`src/rtl/keymx_pkg.sv`:
```
// Shared types for the matrix key scanner.
package keymx_pkg;
    typedef enum logic [1:0] {
        KM_IDLE = 2'd0,
        KM_SCAN = 2'd1,
        KM_REQ  = 2'd2
    } km_state_e;
endpackage

```
`src/rtl/keymx_rowdrv.sv`:
```
// Row driver: combinational row pattern.
// During a pass it drives the selected row alone. When not scanning it
// drives the idle pattern that the sleep code picks. Rows given to another
// function are always masked low.
// Assumes ROWS >= 3 and row_sel < ROWS.
module keymx_rowdrv #(
    parameter int ROWS = 6,
    localparam int RW = $clog2(ROWS)
) (
    input  logic            drive_en,
    input  logic [RW-1:0]   row_sel,
    input  logic [1:0]      sleep_code,
    input  logic [1:0]      row_mode,
    output logic [ROWS-1:0] row_drive,
    output logic [ROWS-1:0] row_en
);
    logic [RW-1:0] first_high;

    // Pick the lowest row that stays high while idle.
    always_comb begin
        case (sleep_code)
            2'd0:    first_high = '0;
            2'd1:    first_high = RW'(ROWS - 1);
            2'd2:    first_high = RW'(ROWS - 2);
            default: first_high = RW'(1);
        endcase
    end

    for (genvar r = 0; r < ROWS; r++) begin : g_row
        if (r == 0) begin : g_first
            assign row_en[r] = (row_mode == 2'b00);
        end else if (r == 1) begin : g_second
            assign row_en[r] = !row_mode[1];
        end else begin : g_rest
            assign row_en[r] = 1'b1;
        end
        assign row_drive[r] = row_en[r] &
            (drive_en ? (row_sel == RW'(r)) : (RW'(r) >= first_high));
    end
endmodule

```
`src/rtl/keymx_capture.sv`:
```
// Pass capture: keeps one column slice per row for each of the two passes,
// compares the passes, and holds the confirmed key map.
// Assumes sample_en pulses once per row slot and clear comes at window start.
module keymx_capture #(
    parameter int ROWS = 6,
    parameter int COLS = 5,
    localparam int RW = $clog2(ROWS),
    localparam int NK = ROWS * COLS
) (
    input  logic            clk,
    input  logic            rst_n,
    input  logic            clear,
    input  logic            sample_en,
    input  logic            second_pass,
    input  logic [RW-1:0]   row_sel,
    input  logic [COLS-1:0] col_in,
    input  logic [ROWS-1:0] row_en,
    input  logic            load_map,
    output logic            agree,
    output logic            nonzero,
    output logic [NK-1:0]   key_map
);
    logic [NK-1:0] flat_a;
    logic [NK-1:0] flat_b;

    for (genvar r = 0; r < ROWS; r++) begin : g_slice
        logic [COLS-1:0] pa;
        logic [COLS-1:0] pb;

        // Store this row's columns into the slice for the current pass.
        always_ff @(posedge clk) begin
            if (!rst_n || clear) begin
                pa <= '0;
                pb <= '0;
            end else if (sample_en && row_sel == RW'(r)) begin
                if (second_pass) pb <= col_in & {COLS{row_en[r]}};
                else             pa <= col_in & {COLS{row_en[r]}};
            end
        end
        assign flat_a[r*COLS +: COLS] = pa;
        assign flat_b[r*COLS +: COLS] = pb;
    end

    assign agree   = (flat_a == flat_b);
    assign nonzero = |flat_b;

    // Latch the confirmed map when a request is raised.
    always_ff @(posedge clk) begin
        if (!rst_n)        key_map <= '0;
        else if (load_map) key_map <= flat_b;
    end
endmodule

```
`src/rtl/keymx_seq.sv`:
```
// Window sequencer. It waits for a press, then runs an 800-tick window that
// holds two row passes. At the end of the window it decides: raise the read
// request, rescan, or return to idle. Assumes WINDOW >= 2*ROWS*SLOT and
// SLOT a power of two.
module keymx_seq
    import keymx_pkg::*;
#(
    parameter int ROWS   = 6,
    parameter int SLOT   = 64,
    parameter int WINDOW = 800,
    localparam int RW = $clog2(ROWS),
    localparam int SW = $clog2(SLOT),
    localparam int WW = $clog2(WINDOW)
) (
    input  logic          clk,
    input  logic          rst_n,
    input  logic          tick,
    input  logic          any_hit,
    input  logic          read_done,
    input  logic          agree,
    input  logic          nonzero,
    output km_state_e     state,
    output logic          drive_en,
    output logic [RW-1:0] row_sel,
    output logic          sample_en,
    output logic          second_pass,
    output logic          clear_bufs,
    output logic          load_map,
    output logic          req_n
);
    logic [WW-1:0] win_cnt;
    logic [SW-1:0] slot_cnt;
    logic [RW-1:0] row_idx;
    logic [1:0]    pass_idx;
    logic          win_last;
    logic          slot_last;
    logic          row_last;
    logic          decide;
    logic          start_win;

    assign win_last    = (win_cnt == WW'(WINDOW - 1));
    assign slot_last   = (slot_cnt == SW'(SLOT - 1));
    assign row_last    = (row_idx == RW'(ROWS - 1));
    assign drive_en    = (state == KM_SCAN) && (pass_idx != 2'd2);
    assign sample_en   = drive_en && tick && slot_last;
    assign second_pass = pass_idx[0];
    assign row_sel     = row_idx;
    assign decide      = (state == KM_SCAN) && tick && win_last;
    assign start_win   = ((state == KM_IDLE) && any_hit) ||
                         (decide && !agree) ||
                         ((state == KM_REQ) && read_done);
    assign clear_bufs  = start_win;
    assign load_map    = decide && agree && nonzero;

    // State and request flag.
    always_ff @(posedge clk) begin
        if (!rst_n) begin
            state <= KM_IDLE;
            req_n <= 1'b1;
        end else begin
            case (state)
                KM_IDLE: if (any_hit) state <= KM_SCAN;
                KM_SCAN: if (decide && agree) begin
                    state <= nonzero ? KM_REQ : KM_IDLE;
                    req_n <= !nonzero;
                end
                KM_REQ: if (read_done) begin
                    state <= KM_SCAN;
                    req_n <= 1'b1;
                end
                default: state <= KM_IDLE;
            endcase
        end
    end

    // Window, slot, row and pass counters.
    always_ff @(posedge clk) begin
        if (!rst_n || start_win) begin
            win_cnt  <= '0;
            slot_cnt <= '0;
            row_idx  <= '0;
            pass_idx <= '0;
        end else if (state == KM_SCAN && tick && !win_last) begin
            win_cnt <= win_cnt + 1'b1;
            if (drive_en) begin
                if (slot_last) begin
                    slot_cnt <= '0;
                    if (row_last) begin
                        row_idx  <= '0;
                        pass_idx <= pass_idx + 1'b1;
                    end else begin
                        row_idx <= row_idx + 1'b1;
                    end
                end else begin
                    slot_cnt <= slot_cnt + 1'b1;
                end
            end
        end
    end
endmodule

```
`src/rtl/keymx_scanner.sv`:
```
// Top level of the matrix key scanner. It connects the sequencer, the row
// driver and the pass capture. A press is seen as any high column, and the
// tick source may stop while idle in sleep. Assumes col_in is already
// synchronised to clk.
module keymx_scanner
    import keymx_pkg::*;
#(
    parameter int ROWS   = 6,
    parameter int COLS   = 5,
    parameter int SLOT   = 64,
    parameter int WINDOW = 800,
    localparam int RW = $clog2(ROWS),
    localparam int NK = ROWS * COLS
) (
    input  logic            clk,
    input  logic            rst_n,
    input  logic            tick,
    input  logic [COLS-1:0] col_in,
    input  logic            read_done,
    input  logic [1:0]      sleep_code,
    input  logic [1:0]      row_mode,
    output logic [ROWS-1:0] row_drive,
    output logic            req_n,
    output logic [NK-1:0]   key_map,
    output logic            osc_en
);
    km_state_e     state;
    logic          drive_en;
    logic [RW-1:0] row_sel;
    logic          sample_en;
    logic          second_pass;
    logic          clear_bufs;
    logic          load_map;
    logic          agree;
    logic          nonzero;
    logic [ROWS-1:0] row_en;

    keymx_seq #(.ROWS(ROWS), .SLOT(SLOT), .WINDOW(WINDOW)) u_seq (
        .clk(clk), .rst_n(rst_n), .tick(tick), .any_hit(|col_in),
        .read_done(read_done), .agree(agree), .nonzero(nonzero),
        .state(state), .drive_en(drive_en), .row_sel(row_sel),
        .sample_en(sample_en), .second_pass(second_pass),
        .clear_bufs(clear_bufs), .load_map(load_map), .req_n(req_n)
    );

    keymx_rowdrv #(.ROWS(ROWS)) u_rowdrv (
        .drive_en(drive_en), .row_sel(row_sel), .sleep_code(sleep_code),
        .row_mode(row_mode), .row_drive(row_drive), .row_en(row_en)
    );

    keymx_capture #(.ROWS(ROWS), .COLS(COLS)) u_cap (
        .clk(clk), .rst_n(rst_n), .clear(clear_bufs), .sample_en(sample_en),
        .second_pass(second_pass), .row_sel(row_sel), .col_in(col_in),
        .row_en(row_en), .load_map(load_map), .agree(agree),
        .nonzero(nonzero), .key_map(key_map)
    );

    // The tick may stop only while idle in a sleep state.
    assign osc_en = !((state == KM_IDLE) && (sleep_code != 2'b00));
endmodule

```
`config.mk`:
```
export PLATFORM = sky130hd
export DESIGN_NAME = keymx_scanner
export DESIGN_NICKNAME = d
export VERILOG_FILES = /design/src/rtl/keymx_pkg.sv /design/src/rtl/keymx_rowdrv.sv /design/src/rtl/keymx_capture.sv /design/src/rtl/keymx_seq.sv /design/src/rtl/keymx_scanner.sv
export SDC_FILE = /design/constraint.sdc
export NUM_CORES = 1
export LEC_CHECK = 0
export ABC_AREA = 0
export BUFFER_PORTS_ARGS = -buffer_cell sky130_fd_sc_hd__buf_2
export CORE_UTILIZATION = 45
export DETAILED_ROUTE_END_ITERATION = 10
export HOLD_SLACK_MARGIN = 0.03
export PLACE_DENSITY = 0.63
export RECOVER_POWER = 25
export SYNTH_ARGS = -nofsm -noshare
export SYNTH_HDL_FRONTEND = slang
export SYNTH_SLANG_ARGS = --single-unit
```
`constraint.sdc`:
```
create_clock -name clk -period 4.4 [get_ports clk]
set_input_delay 0.66 -clock clk [delete_from_list [all_inputs] [get_ports clk]]
set_output_delay 0.66 -clock clk [all_outputs]
set_load 0.01 [all_outputs]
```
==> impl_metrics.env <==
export IMPL_dp_hpwl_um=8560
export IMPL_first_pass_iters=7
export IMPL_via_per_inst=5.53
export IMPL_netlist_cell_type_count=46
export IMPL_fillCellCount=1025
export IMPL_peakVddDrop_mv=0.208
export IMPL_end_kind="register"
export IMPL_die_width_um=112
export IMPL_cap_violations=1
export IMPL_synth_edf_count=0
export IMPL_dieArea_mm2=0.0125
export IMPL_timing_fmax_mhz=320
export IMPL_syn_to_final_growth_pct=15.8
export IMPL_ys_top_cells_by_area="dfxtp_1, mux2i_1, nor3_1"
export IMPL_rows=39
export IMPL_drv_slew=34
export IMPL_ys_seq_area_share_pct=42.1
export IMPL_power_density_mw_per_mm2=407
export IMPL_cts_sinks=114
export IMPL_syn_nets=585
export IMPL_htreeDepth=4
export IMPL_leakage_uw=0.00261
export IMPL_relSlewSlack_pct=-4.25
export IMPL_drt_wl_total_um=12700
export IMPL_syn_area_mm2=0.00542
export IMPL_initial_utilization_pct=46.9
export IMPL_cts_hold_buf=0
export IMPL_fin_util_pct=54.3
export IMPL_min_period_ps=3130
export IMPL_clockRootBuffer="clkbuf_16"
export IMPL_routedWlPerCell_um=16.8
export IMPL_track_usage_pct=21.6
export IMPL_yosys_area_top_type="dfxtp_1"
export IMPL_r2r_start="u_seq.win_cnt[0]"
export IMPL_placeableCoreArea_mm2=0.0116
export IMPL_yosys_warnings=0
export IMPL_diodes=0
export IMPL_cts_resized=0
export IMPL_drive_gt1_share_pct=12.4
export IMPL_rsz0062_at_grt="false"
export IMPL_clkTransAtPathRegs_ps=50
export IMPL_grt_max_degree=65
export IMPL_grt_pass1_wl_um=21000
export IMPL_overflow=0
export IMPL_path_max_fanout=48
export IMPL_finClkSkew_ps=17.1
export IMPL_yosys_most_used_dff="dfxtp_1"
export IMPL_hold_viol=0
export IMPL_start_kind="register"
export IMPL_grt_pass1_vias=4066
export IMPL_required_ps=4680
export IMPL_clkLatencyLatePin_ps=430
export IMPL_syn_mean_instance_area_um2=9.58
export IMPL_fin_tns_setup_ps=0
export IMPL_hold_class="register to register"
export IMPL_cts_buffer_depth=2
export IMPL_min_period_over_period_pct=71.1
export IMPL_hold_start="u_cap.key_map[26]"
export IMPL_crit_type="register to register"
export IMPL_status="finished, violations left"
export IMPL_critPathLaunch="u_seq.win_cnt[0]"
export IMPL_cts_tree="built"
export IMPL_synthArstFlopShare_pct=0
export IMPL_routabilityCongestion=0.829
export IMPL_numCtsBuffers=17
export IMPL_netlist_instances=566
export IMPL_synth_seq_cells=114
export IMPL_yosys_area_top_type_share_pct=42.1
export IMPL_dieHeight_um=112
export IMPL_hold_slack_ps=452
export IMPL_critPathArrivalTime_ps=3410
export IMPL_drt_antenna_violating_nets=0
export IMPL_p_total_uw=2560
export IMPL_drtIter0Drc=255
export IMPL_antenna_found_initial=0
export IMPL_worst_pin_slew_ps=1560
export IMPL_setup_viol=0
export IMPL_cts_setup_buffers=0
export IMPL_route_detailed_drc=3
export IMPL_io_pins=51
export IMPL_violations="design-rule violations, max-capacitance violations, max-slew violations"
export IMPL_place_port_buffers=50
export IMPL_finalNetCount=620
export IMPL_vias=4182
-- cell usage after synthesis, types with 2 or more instances --
cell        n
a21oi_1     4
and2_1      5
and3_1      3
and3b_1     2
buf_2      14
buf_6       5
clkbuf_1   17
dfxtp_1   114
ha_1        6
inv_1       6
mux2i_1    95
nand2_1    82
nand2b_1    2
nand3_1     5
nand4_1     9
nor2_1     11
nor2b_1    12
nor3_1     75
nor3_2      6
nor3b_1     3
nor4_1     11
nor4_2      8
nor4_4      2
o21ai_0     4
or3_1       2
xnor2_1     4
xor2_1     40
-- final timing paths --
kind	slack (ps)	to	cells past startpoint
setup reg to reg	1270	u_cap.g_slice[4].pb[4]	6
hold / removal	450	u_cap.key_map[26]	2
hold reg to reg	450	u_cap.key_map[26]	2
setup / recovery	1270	u_cap.g_slice[4].pb[4]	6
-- metrics by stage --
| step | cells | worst slack (ps) | area, um2 |
|---|---|---|---|
| final | 756 | 1270 | 6280 |
| after global routing | 756 | 991 | 6280 |
| after CTS | 756 | 1510 | 6320 |
| after detailed placement | 725 | 1590 | 5710 |
| after global placement | 725 | 1630 | 5710 |
| after floorplan | 566 | 2220 | 5420 |
-- registers in the layout, indices dropped and copies added, names as in the netlist --
signal            cells
u_seq.row_sel         3
u_seq.win_cnt        10
u_seq.pass_idx        2
u_cap.key_map        30
u_seq.slot_cnt        6
u_cap.g_slice.pb     30
u_seq.state           2
u_cap.g_slice.pa     30
u_seq.req_n           1
-- power breakdown --
| group | total (uW) | switching (uW) | internal (uW) |
|---|---|---|---|
| Combinational | 109 | 76.3 | 32.4 |
| Sequential | 1040 | 5.84 | 1040 |
| Clock | 1410 | 516 | 893 |
| Total | 2560 | 598 | 1960 |
-- kinds of logic after synthesis --
logic type               synth area share [%]
AO/OA/AOI/OAI                            2.26
XOR/XNOR                                 7.11
adder cells (fa/ha/maj)                  1.38
buffers and inverters                    4.15
flip-flops                               42.1
multiplexers                             18.0
AND/OR/NAND/NOR                          25.1
-- critical path, cell delays in order, from the launching register on --
cell and delay [ps]:
dfxtp_1 350, ha_1 190, and2_0 370, nand4_1 270, o21ba_1 1340, buf_12 340, nor3_1 100
-- per-layer routing --
metal / vias up / global-route usage (%) / wire, um
met1: 2001 / 29.7 / 6160
met2: 107 / 32.8 / 5600
met5: - / 0 / 0
met4: 0 / 7.39 / 208
met3: 16 / 5.61 / 713
li1: 2058 / - / -
-- cell usage in the layout, fill, tap and decap left out, types with 4 or more instances in the layout --
cell type  Yosys  layout
nand3_1        5       5
mux2i_1       95      95
a21oi_1        4       4
nor4_1        11      11
clkbuf_16      0      17
clkbuf_1      17      32
nor2_1        11      11
ha_1           6       6
xor2_1        40      40
nand2_1       82      82
dfxtp_1      114     114
nor4_2         8       8
o21ai_0        4       4
nor3_2         6       6
nor2b_1       12      12
and2_1         5       4
nor3_1        75      75
inv_1          6       6
clkinv_4       0       5
buf_2         14      18
xnor2_1        4       4
nand4_1        9       9
-- area by class of cell --
type	count	area (um2)	area share [%]
inverter	6	22.5	0.359
multi-input combinational	408	2920	46.6
sequential	114	2280	36.3
timing repair buffer	54	265	4.22
clock buffer	17	425	6.78
clock inverter	14	180	2.87
tap	143	179	2.85
(Power assumes the default switching activity.)
